$ cat config.mk
export PLATFORM = sky130hd
export DESIGN_NAME = fpdt_classifier
export DESIGN_NICKNAME = d
export VERILOG_FILES = /design/src/rtl/fpdt_pkg.sv /design/src/rtl/fpdt_unpack.sv /design/src/rtl/fpdt_predict.sv /design/src/rtl/fpdt_decide.sv /design/src/rtl/fpdt_classifier.sv
export SDC_FILE = /design/constraint.sdc
export NUM_CORES = 1
export LEC_CHECK = 0
export CORE_ASPECT_RATIO = 0.9
export CORE_UTILIZATION = 44
export DETAILED_ROUTE_END_ITERATION = 10
export GPL_TIMING_DRIVEN = 0
export PLACE_DENSITY_LB_ADDON = 0.08
export SKIP_CTS_REPAIR_TIMING = 1
export SLEW_MARGIN = 10
export SYNTH_ARGS = -nofsm -noshare
export SYNTH_HDL_FRONTEND = slang
export SYNTH_SLANG_ARGS = --single-unit
$ cat constraint.sdc
create_clock -name clk -period 0.8 [get_ports clk]
set_input_delay 0.12 -clock clk [delete_from_list [all_inputs] [get_ports clk]]
set_output_delay 0.12 -clock clk [all_outputs]
set_load 0.005 [all_outputs]
$ cat src/rtl/fpdt_pkg.sv
package fpdt_pkg;
  localparam int SP_EXP_W = 8;
  localparam int SP_FRC_W = 23;
  localparam int DP_EXP_W = 11;
  localparam int DP_FRC_W = 52;
  localparam int SP_W     = 1 + SP_EXP_W + SP_FRC_W;
  localparam int DP_W     = 1 + DP_EXP_W + DP_FRC_W;
  localparam int WORD_W   = DP_W;
  localparam int FRC_PAD  = DP_FRC_W - SP_FRC_W;
  localparam int EXP_PAD  = DP_EXP_W - SP_EXP_W;
  // signed difference: exponent + bias can exceed MaxExp, plus a sign bit
  localparam int D_W      = DP_EXP_W + 2;
  localparam int N_OPND   = 2;

  typedef enum logic [1:0] {
    OUT_NONE  = 2'd0,
    OUT_OVF   = 2'd1,
    OUT_UNF   = 2'd2,
    OUT_UNFIN = 2'd3
  } outcome_e;

  typedef struct packed {
    logic                sign;
    logic                zero;
    logic                sub;
    logic                norm;
    logic                special;
    logic [DP_EXP_W-1:0] exp;
    logic [DP_FRC_W-1:0] frc;
  } opnd_t;

  function automatic logic signed [D_W-1:0] bias_of(input logic dbl);
    return dbl ? D_W'((1 << (DP_EXP_W-1)) - 1) : D_W'((1 << (SP_EXP_W-1)) - 1);
  endfunction

  function automatic logic signed [D_W-1:0] maxexp_of(input logic dbl);
    return dbl ? D_W'((1 << DP_EXP_W) - 1) : D_W'((1 << SP_EXP_W) - 1);
  endfunction
endpackage

$ cat src/rtl/fpdt_unpack.sv
module fpdt_unpack
  import fpdt_pkg::*;
(
  input  logic              is_double,
  input  logic [WORD_W-1:0] word,
  output opnd_t             opnd
);
  logic                sp_sign, dp_sign;
  logic [SP_EXP_W-1:0] sp_exp;
  logic [SP_FRC_W-1:0] sp_frc;
  logic [DP_EXP_W-1:0] dp_exp;
  logic [DP_FRC_W-1:0] dp_frc;
  logic                exp_zero, exp_ones, frc_zero;

  assign sp_sign = word[SP_W-1];
  assign sp_exp  = word[SP_W-2 -: SP_EXP_W];
  assign sp_frc  = word[SP_FRC_W-1:0];
  assign dp_sign = word[DP_W-1];
  assign dp_exp  = word[DP_W-2 -: DP_EXP_W];
  assign dp_frc  = word[DP_FRC_W-1:0];

  always_comb begin
    if (is_double) begin
      exp_zero = (dp_exp == '0);
      exp_ones = (dp_exp == '1);
      frc_zero = (dp_frc == '0);
    end else begin
      exp_zero = (sp_exp == '0);
      exp_ones = (sp_exp == '1);
      frc_zero = (sp_frc == '0);
    end
  end

  always_comb begin
    opnd.sign    = is_double ? dp_sign : sp_sign;
    // single fields are widened: exponent zero-extended, fraction left-aligned
    opnd.exp     = is_double ? dp_exp : {{EXP_PAD{1'b0}}, sp_exp};
    opnd.frc     = is_double ? dp_frc : {sp_frc, {FRC_PAD{1'b0}}};
    opnd.zero    = exp_zero & frc_zero;
    opnd.sub     = exp_zero & ~frc_zero;
    opnd.norm    = ~exp_zero & ~exp_ones;
    opnd.special = exp_ones | (exp_zero & frc_zero);
  end
endmodule

$ cat src/rtl/fpdt_predict.sv
module fpdt_predict
  import fpdt_pkg::*;
(
  input  logic                  is_double,
  input  opnd_t                 a,
  input  opnd_t                 b,
  output logic signed [D_W-1:0] diff,
  output logic                  d_gt_max,
  output logic                  d_eq_max,
  output logic                  d_eq_one,
  output logic                  d_lt_one,
  output logic                  frc_ge
);
  localparam logic signed [D_W-1:0] ONE = D_W'(1);

  // substitutes: subnormal dividend -> exp 0 / frc 0, subnormal divisor -> exp 1 / frc 1
  function automatic logic [DP_EXP_W-1:0] eff_exp(input opnd_t o, input logic divisor);
    if (o.sub) return divisor ? DP_EXP_W'(1) : '0;
    return o.exp;
  endfunction

  function automatic logic [DP_FRC_W-1:0] eff_frc(input opnd_t o, input logic divisor);
    if (o.sub) return divisor ? DP_FRC_W'(1) : '0;
    return o.frc;
  endfunction

  function automatic logic signed [D_W-1:0] exp_diff(input logic [DP_EXP_W-1:0] ea,
                                                     input logic [DP_EXP_W-1:0] eb,
                                                     input logic dbl);
    return $signed({2'b00, ea}) - $signed({2'b00, eb}) + bias_of(dbl);
  endfunction

  logic signed [D_W-1:0] max_e;

  assign max_e    = maxexp_of(is_double);
  assign diff     = exp_diff(eff_exp(a, 1'b0), eff_exp(b, 1'b1), is_double);
  assign d_gt_max = diff > max_e;
  assign d_eq_max = diff == max_e;
  assign d_eq_one = diff == ONE;
  assign d_lt_one = diff < ONE;
  assign frc_ge   = eff_frc(a, 1'b0) >= eff_frc(b, 1'b1);
endmodule

$ cat src/rtl/fpdt_decide.sv
module fpdt_decide
  import fpdt_pkg::*;
(
  input  logic     is_sqrt,
  input  logic     uf_mask,
  input  opnd_t    a,
  input  opnd_t    b,
  input  logic     d_gt_max,
  input  logic     d_eq_max,
  input  logic     d_eq_one,
  input  logic     d_lt_one,
  input  logic     frc_ge,
  output logic     both_sub,
  output logic     nn_case,
  output outcome_e outcome
);
  logic     sn_case, ns_case;
  outcome_e tiny_res;

  assign both_sub = a.sub & b.sub;
  assign sn_case  = a.sub & b.norm;
  assign ns_case  = a.norm & b.sub;
  assign nn_case  = a.norm & b.norm;
  // a tiny result goes to software unless underflow traps are enabled
  assign tiny_res = uf_mask ? OUT_UNF : OUT_UNFIN;

  always_comb begin
    outcome = OUT_NONE;
    if (is_sqrt) begin
      if (b.sub && !b.sign) outcome = OUT_UNFIN;
    end else if (both_sub) begin
      outcome = OUT_UNFIN;
    end else if (sn_case) begin
      outcome = d_lt_one ? tiny_res : OUT_UNFIN;
    end else if (ns_case) begin
      outcome = (d_gt_max || d_eq_max) ? OUT_OVF : OUT_UNFIN;
    end else if (nn_case) begin
      if (d_gt_max)      outcome = OUT_OVF;
      else if (d_eq_max) outcome = frc_ge ? OUT_OVF : OUT_NONE;
      else if (d_eq_one) outcome = frc_ge ? OUT_NONE : tiny_res;
      else if (d_lt_one) outcome = tiny_res;
      else               outcome = OUT_NONE;
    end
  end
endmodule

$ cat src/rtl/fpdt_classifier.sv
module fpdt_classifier
  import fpdt_pkg::*;
(
  input  logic              clk,
  input  logic              rst_n,
  input  logic              op_valid,
  input  logic              op_is_double,
  input  logic              op_is_sqrt,
  input  logic              uf_mask,
  input  logic [WORD_W-1:0] opnd_a,
  input  logic [WORD_W-1:0] opnd_b,
  output logic              res_valid,
  output logic [1:0]        res_code
);
  logic [WORD_W-1:0]     words [N_OPND];
  opnd_t                 opnds [N_OPND];
  logic signed [D_W-1:0] diff;
  logic                  d_gt_max, d_eq_max, d_eq_one, d_lt_one, frc_ge;
  logic                  both_sub, nn_case;
  outcome_e              next_code, code_q;

  assign words[0] = opnd_a;
  assign words[1] = opnd_b;

  for (genvar gi = 0; gi < N_OPND; gi++) begin : g_opnd
    fpdt_unpack u_unpack (
      .is_double (op_is_double),
      .word      (words[gi]),
      .opnd      (opnds[gi])
    );
  end

  fpdt_predict u_predict (
    .is_double (op_is_double),
    .a         (opnds[0]),
    .b         (opnds[1]),
    .diff      (diff),
    .d_gt_max  (d_gt_max),
    .d_eq_max  (d_eq_max),
    .d_eq_one  (d_eq_one),
    .d_lt_one  (d_lt_one),
    .frc_ge    (frc_ge)
  );

  fpdt_decide u_decide (
    .is_sqrt  (op_is_sqrt),
    .uf_mask  (uf_mask),
    .a        (opnds[0]),
    .b        (opnds[1]),
    .d_gt_max (d_gt_max),
    .d_eq_max (d_eq_max),
    .d_eq_one (d_eq_one),
    .d_lt_one (d_lt_one),
    .frc_ge   (frc_ge),
    .both_sub (both_sub),
    .nn_case  (nn_case),
    .outcome  (next_code)
  );

  always_ff @(posedge clk or negedge rst_n) begin
    if (!rst_n) begin
      res_valid <= 1'b0;
      code_q    <= OUT_NONE;
    end else begin
      res_valid <= op_valid;
      code_q    <= op_valid ? next_code : OUT_NONE;
    end
  end

  assign res_code = code_q;
endmodule

==> reports/metrics.csv, run 1 <==
stage,metric,value,unit
critical_path,criticalPathCategory,primary input to flip-flop,
clock_tree,ctsLongestPathBuffers,2,
clock_tree,cts.htree.levels,1,
logic_synthesis,synth_warnings,0,
floorplan,start_util,45.8,%
run_status,status,"finished, violations left",
placed_design,io_buffer_count,135,
placed_design,dp_slack,-6.27,ns
sta,slew_headroom,45.1,%
global_route,grt_max_degree,11,
route,first_pass_iters,5,
final_layout,drive_gt1_share,18.2,%
final_layout,area_growth,50.7,%
power,p_leak,2.90,nW
logic_synthesis,synth_top_area_cell,ha_1,
clock_tree,cts-root-buf,clkbuf_8,
logic_synthesis,seq_area_frac_synth,1.78,%
clock_tree,cts_tree,built,
route,via_per_inst,6.22,
logic_synthesis,ys_ff_latch,3,
route,drt-total-wl,16200,um
final_layout,instances_no_fill,868,
logic_synthesis,syn_area,4210,um^2
logic_synthesis,ys_top_cells_by_area,"ha_1 22%, mux2i_1 7.8%, mux2_2 7.8%",
final_layout,fin_nets,955,
sta,max_freq,176,MHz
critical_path,cp_slowest_stage_delay,0.48,ns
power,powerDensity,997,nW/um^2
final_layout,design_area,6350,um^2
power,max-vdd-ir-drop,0.733,mV
critical_path,end_kind,flip-flop,
critical_path,critPathBufInv,5,
global_route,antenna_found_initial,0,
route,drcViolationCount,0,
critical_path,worstPathArrival,5.80,ns
logic_synthesis,async_flop_share,100,%
final_layout,multi_input_area,4340,um^2
floorplan,core,9210,um^2
floorplan,ios,137,
final_layout,nFillCells,783,
sta,period_share,711,%
logic_synthesis,synth_flop_cell,dfrtp_1,
route,vias,5400,
worst_hold_path,hold_class,primary input to async pin,
sta,worst_pin_slew,0.823,ns
critical_path,critPathMaxFanout,8,
route,wire_per_inst,18.7,um
placed_design,globalplace.congestion,0.991,
floorplan,fp.dieArea,9970,um^2
floorplan,die_height,94.8,um
final_layout,seq_area,75.1,um^2
global_route,overflow,0,
sta,drv_slew,0,
logic_synthesis,synth_top_area_share,21.7,%
global_route,grt_pass1_wl,24400,um
logic_synthesis,syn_avg_cell_area,7.08,um^2
critical_path,required,0.91,ns
run_status,violations,negative setup slack,
critical_path,critPathLaunchType,primary input,
global_route,grtUsageTotal,30.5,%
critical_path,crit_slowest_cell,clkdlybuf4s50_1,
final_layout,n_antenna_cell,0,
route,drtAntennaViolNets,0,
clock_tree,cts_made_buffers,3,
logic_synthesis,synth_fp_nets,803,
placed_design,place_inst,852,
critical_path,path_delay_family,compound AO/OA/AOI/OAI gates,
logic_synthesis,yosysUniqueCellTypes,69,
logic_synthesis,synthCells,595,
placed_design,hpwl,13400,um
sta,grt_setup_unrepaired,yes,
floorplan,num_rows,33,
clock_tree,cts_num_sinks,3,
sta,hold_violations,0,
route,drt_iter0_drc,395,
sta,fin_crit,5.69,ns
sta,setup_ws,-4.89,ns
floorplan,dieWidth,105,um
flow_run,maxCapViolations,0,
logic_synthesis,synth_edf_count,0,
placed_design,dpl-instance-area,5850,um^2
sta,setup_viol,2,
clock_tree,path_clk_slew,0.03,ns
global_route,grt_pass1_vias,4916,
## routing by layer
layer	wire length, um	track usage, %
met5	0	0
met4	153	4.69
met3	1380	2.62
met2	7470	50.9
met1	7240	43.4
## synth_stat cells, drive strengths merged (15+ instances only)
master,number
nor4,26
nor3,15
nor2,51
clkbuf,17
o21ai,22
nand2,86
nand4,27
a21oi,31
mux2i,33
and2,35
ha,73
mux2,29
nand3,20
## logic make-up after synthesis
family          after synthesis  synth area share [%]
xor+xnor                     10                  2.08
compound gates              114                  19.2
mux                          62                  15.6
flops                         3                  1.78
simple gates                295                  35.6
buf+inv                      37                  3.56
fa+ha+maj                    74                  22.2
## through the flow
stage	util [%]	total power (W)	hold slack [ns]	TNS (ns)
6_report	68.9	0.00633	0.0852	-9.66
4_1_cts	64.1	0.00583	0.0845	-13.13
3_3_place_gp	63.6	0.00521	0.311	-12.55
3_5_place_dp	63.6	0.00535	0.310	-12.82
2_1_floorplan	-	0.00361	-0.176	-8.56
5_1_grt	68.9	0.00686	0.0890	-10.33
## path summary, 6_finish.rpt
path	cells after the start	to	from
hold / removal	1	res_code[0]	rst_n
max in group asynchronous	1	res_valid	rst_n
min in group clk	1	res_valid	op_valid
setup / recovery	31	res_code[0]	opnd_b[53]
## where the power goes
group | internal (W) | switching, W
clock network | 0.000340 | 0.000101
logic | 0.00264 | 0.00306
registers | 0.000178 | 0.00000596
## state kept, by name (all words and copies together), names as in the netlist
signal,cells
res_code,2
res_valid,1
## cell type report
cell class                 instances  share of cell area, %
inverter                          14                  0.828
buffer                            23                   2.68
sequential                         3                   1.18
multi-input combinational        555                   68.4
tap                              122                   2.40
clock buffer                       4                  0.709
timing repair buffer             147                   23.8
## cells in the final DEF, fill, tap and decap left out, drive strengths merged, types with 6 or more instances in the layout
master,netlist,final
nand3,20,20
nor3,15,15
buf,6,26
mux2,29,29
clkdlybuf4s50,0,84
mux2i,33,33
a211oi,9,9
ha,73,73
nor2,51,51
and2,35,35
nor2b,6,6
nand2b,6,6
nand2,86,86
nor4,26,26
clkbuf,17,22
o21ai,22,22
a21oi,31,31
xnor2,6,6
dlymetal6s2s,0,42
a21o,8,8
inv,14,14
nand4,27,27
o211ai,6,6
Note: power is estimated with default switching activity, not from simulation.
==> run 2: changes to the inputs <==
--- a/config.mk
+++ b/config.mk
@@ -6,6 +6,7 @@
 export NUM_CORES = 1
 export LEC_CHECK = 0
 export CORE_ASPECT_RATIO = 0.9
+export CORE_MARGIN = 2
 export CORE_UTILIZATION = 44
 export DETAILED_ROUTE_END_ITERATION = 10
 export GPL_TIMING_DRIVEN = 0
==> run 2 against run 1 <==
Net effect: the run still ends with negative setup slack left; hold slack worse by 0.012 ns; maximum frequency up 1.2%; setup slack better by 0.067 ns; die area up 4.1%; count of clock-buffer cells in the layout unchanged; flip-flop and latch count unchanged; critical path depth down 3; first-iteration DRC count up 27%; wire length up 4.3%; clock power up 7.7%; total power up 3.8%; largest cell class unchanged.
==> reports/metrics.csv, run 2 (synthesis gave the netlist of run 1 again) <==
stage,metric,value,unit,change
global_route,grt_pass1_vias,5147,,+4.7%
route,first_pass_iters,6,,+1
sta,fin_crit,5.62,ns,-0.0667 ns
route,drt_iter0_drc,502,,+27%
placed_design,dp_slack,-6.28,ns,-0.0125 ns
sta,hold_violations,0,,unchanged
clock_tree,cts-root-buf,clkbuf_8,,
critical_path,worstPathArrival,5.74,ns,-0.06 ns
placed_design,place_inst,852,,unchanged
floorplan,core,9210,um^2,unchanged
global_route,overflow,0,,unchanged
placed_design,globalplace.congestion,0.942,,-5.0%
final_layout,area_growth,54.0,%,
final_layout,utilization,70.5,%,+1.5 points
worst_hold_path,hold_class,primary input to async pin,,
critical_path,end_kind,flip-flop,,
power,p_leak,3.12,nW,+7.5%
sta,setup_viol,3,,+1
route,drt-total-wl,16900,um,+4.3%
route,drtAntennaViolNets,0,,unchanged
power,power.total,0.00657,W,+3.8%
critical_path,crit_start,opnd_a[10],,
final_layout,fin_nets,958,,+0.31%
clock_tree,cts_tree,built,,
clock_tree,path_clk_slew,0.04,ns,about the same
critical_path,required,0.92,ns,about the same
floorplan,num_rows,33,,unchanged
power,max-vdd-ir-drop,1.12,mV,+53%
sta,slew_headroom,37.9,%,-7.3 points
power,powerDensity,1010,nW/um^2,+1.6%
run_status,violations,negative setup slack,,
placed_design,hpwl,13800,um,+3.4%
global_route,grt_max_degree,11,,unchanged
critical_path,critPathLaunchType,primary input,,
global_route,antenna_found_initial,0,,unchanged
final_layout,nFillCells,769,,-1.8%
sta,grt_setup_unrepaired,yes,,
final_layout,seq_area,75.1,um^2,unchanged
final_layout,largest_register_ffs,2,,unchanged
floorplan,fp.dieArea,10400,um^2,+4.1%
final_layout,instances_no_fill,871,,+0.35%
clock_tree,ctsLongestPathBuffers,2,,unchanged
sta,drv_slew,0,,unchanged
final_layout,drive_gt1_share,20.4,%,+2.2 points
sta,period_share,702,%,-8.3 points
route,vias,5373,,-0.50%
flow_run,maxCapViolations,0,,unchanged
final_layout,final_common_cell,nand2_1,,
sta,setup_ws,-4.82,ns,+0.0667 ns
critical_path,criticalPathCategory,primary input to flip-flop,,
floorplan,start_util,45.8,%,unchanged
global_route,grt_pass1_wl,25500,um,+4.8%
sta,max_freq,178,MHz,+1.2%
final_layout,n_antenna_cell,0,,unchanged
floorplan,ios,137,,unchanged
placed_design,dpl-instance-area,5850,um^2,unchanged
route,drcViolationCount,0,,unchanged
final_layout,multi_input_area,4400,um^2,+1.4%
floorplan,die_height,96.8,um,+2.1%
clock_tree,cts_made_buffers,3,,unchanged
sta,worst_pin_slew,0.932,ns,+0.109 ns
route,via_per_inst,6.17,,-0.84%
critical_path,critPathMaxFanout,6,,-2
route,wire_per_inst,19.4,um,+3.9%
clock_tree,cts_num_sinks,3,,unchanged
run_status,status,"finished, violations left",,
floorplan,dieWidth,107,um,+1.9%
clock_tree,cts.htree.levels,1,,unchanged
final_layout,final_cell_mix,"84 x nand2_1, 70 x ha_1, 63 x clkdlybuf4s50_1, 62 x dlymetal6s2s_1, 46 x nor2_1",,
global_route,grtUsageTotal,30.3,%,-0.21 points
placed_design,io_buffer_count,135,,unchanged
final_layout,design_area,6490,um^2,+2.2%
## run 2: changes by cell type in the layout (fill, tap and decap cells not counted), sizes merged
cell           before  now
clkdlybuf4s50      84   63
dlymetal6s2s       42   62
buf                26   30
## run 2: stage by stage
step	hold slack (ns)	TNS, ns
6_report	0.0732	-9.53
5_1_grt	0.0839	-10.08
2_1_floorplan	-0.176	-8.56
4_1_cts	0.0737	-13.11
3_5_place_dp	0.309	-12.83
3_3_place_gp	0.310	-12.63
## run 2: final cells by class
cell class / instances / area share [%]
Sequential cell: 3 / 1.16
Timing Repair Buffer: 151 / 24.4
Inverter: 14 / 0.810
Multi-Input combinational cell: 555 / 67.9
Tap cell: 122 / 2.35
Buffer: 22 / 2.68
Clock buffer: 4 / 0.694
## run 2: per-layer routing
layer | GRT usage, % | share of wire, % | up-vias
met1 | 43.7 | 45 | 2529
met3 | 2.56 | 7.5 | 26
li1 | - | - | 2553
met2 | 48.6 | 46 | 265
met4 | 6.79 | 1.0 | 0
met5 | 0 | 0 | -
## run 2: power breakdown
part           internal [W]  total, W  switching [W]
clock              0.000343  0.000475       0.000133
sequential         0.000178  0.000184     0.00000621
combinational       0.00273   0.00591        0.00318
total               0.00325   0.00657        0.00332
## run 2: worst paths after layout
path	end	slack, ns	cells past startpoint
worst min-delay path	res_code[0]	0.07	1
min in group clk	res_valid	0.50	1
max in group asynchronous	res_code[1]	0.58	1
worst max-delay path	res_code[0]	-4.82	28
## run 2: worst max-delay path, cell delays in order
cell             delay, ns
clkdlybuf4s50_1       0.50
nor4_1                0.41
nand4_1               0.17
o21ai_1               0.26
a31oi_4               0.15
nor2_4                0.17
buf_6                 0.12
and2_4                0.14
ha_4                  0.22
a21o_1                0.17
a31oi_1               0.17
xnor2_1               0.18
ha_1                  0.30
a21oi_2               0.22
nand2_4               0.08
o41ai_4               0.39
and2_4                0.21
nor2_2                0.03
ha_1                  0.32
nand3_2               0.11
a21oi_2               0.11
nand3_1               0.09
o41a_1                0.19
a2111o_1              0.32
a21oi_2               0.19
o21ai_2               0.09
a31o_1                0.22
o311ai_1              0.08
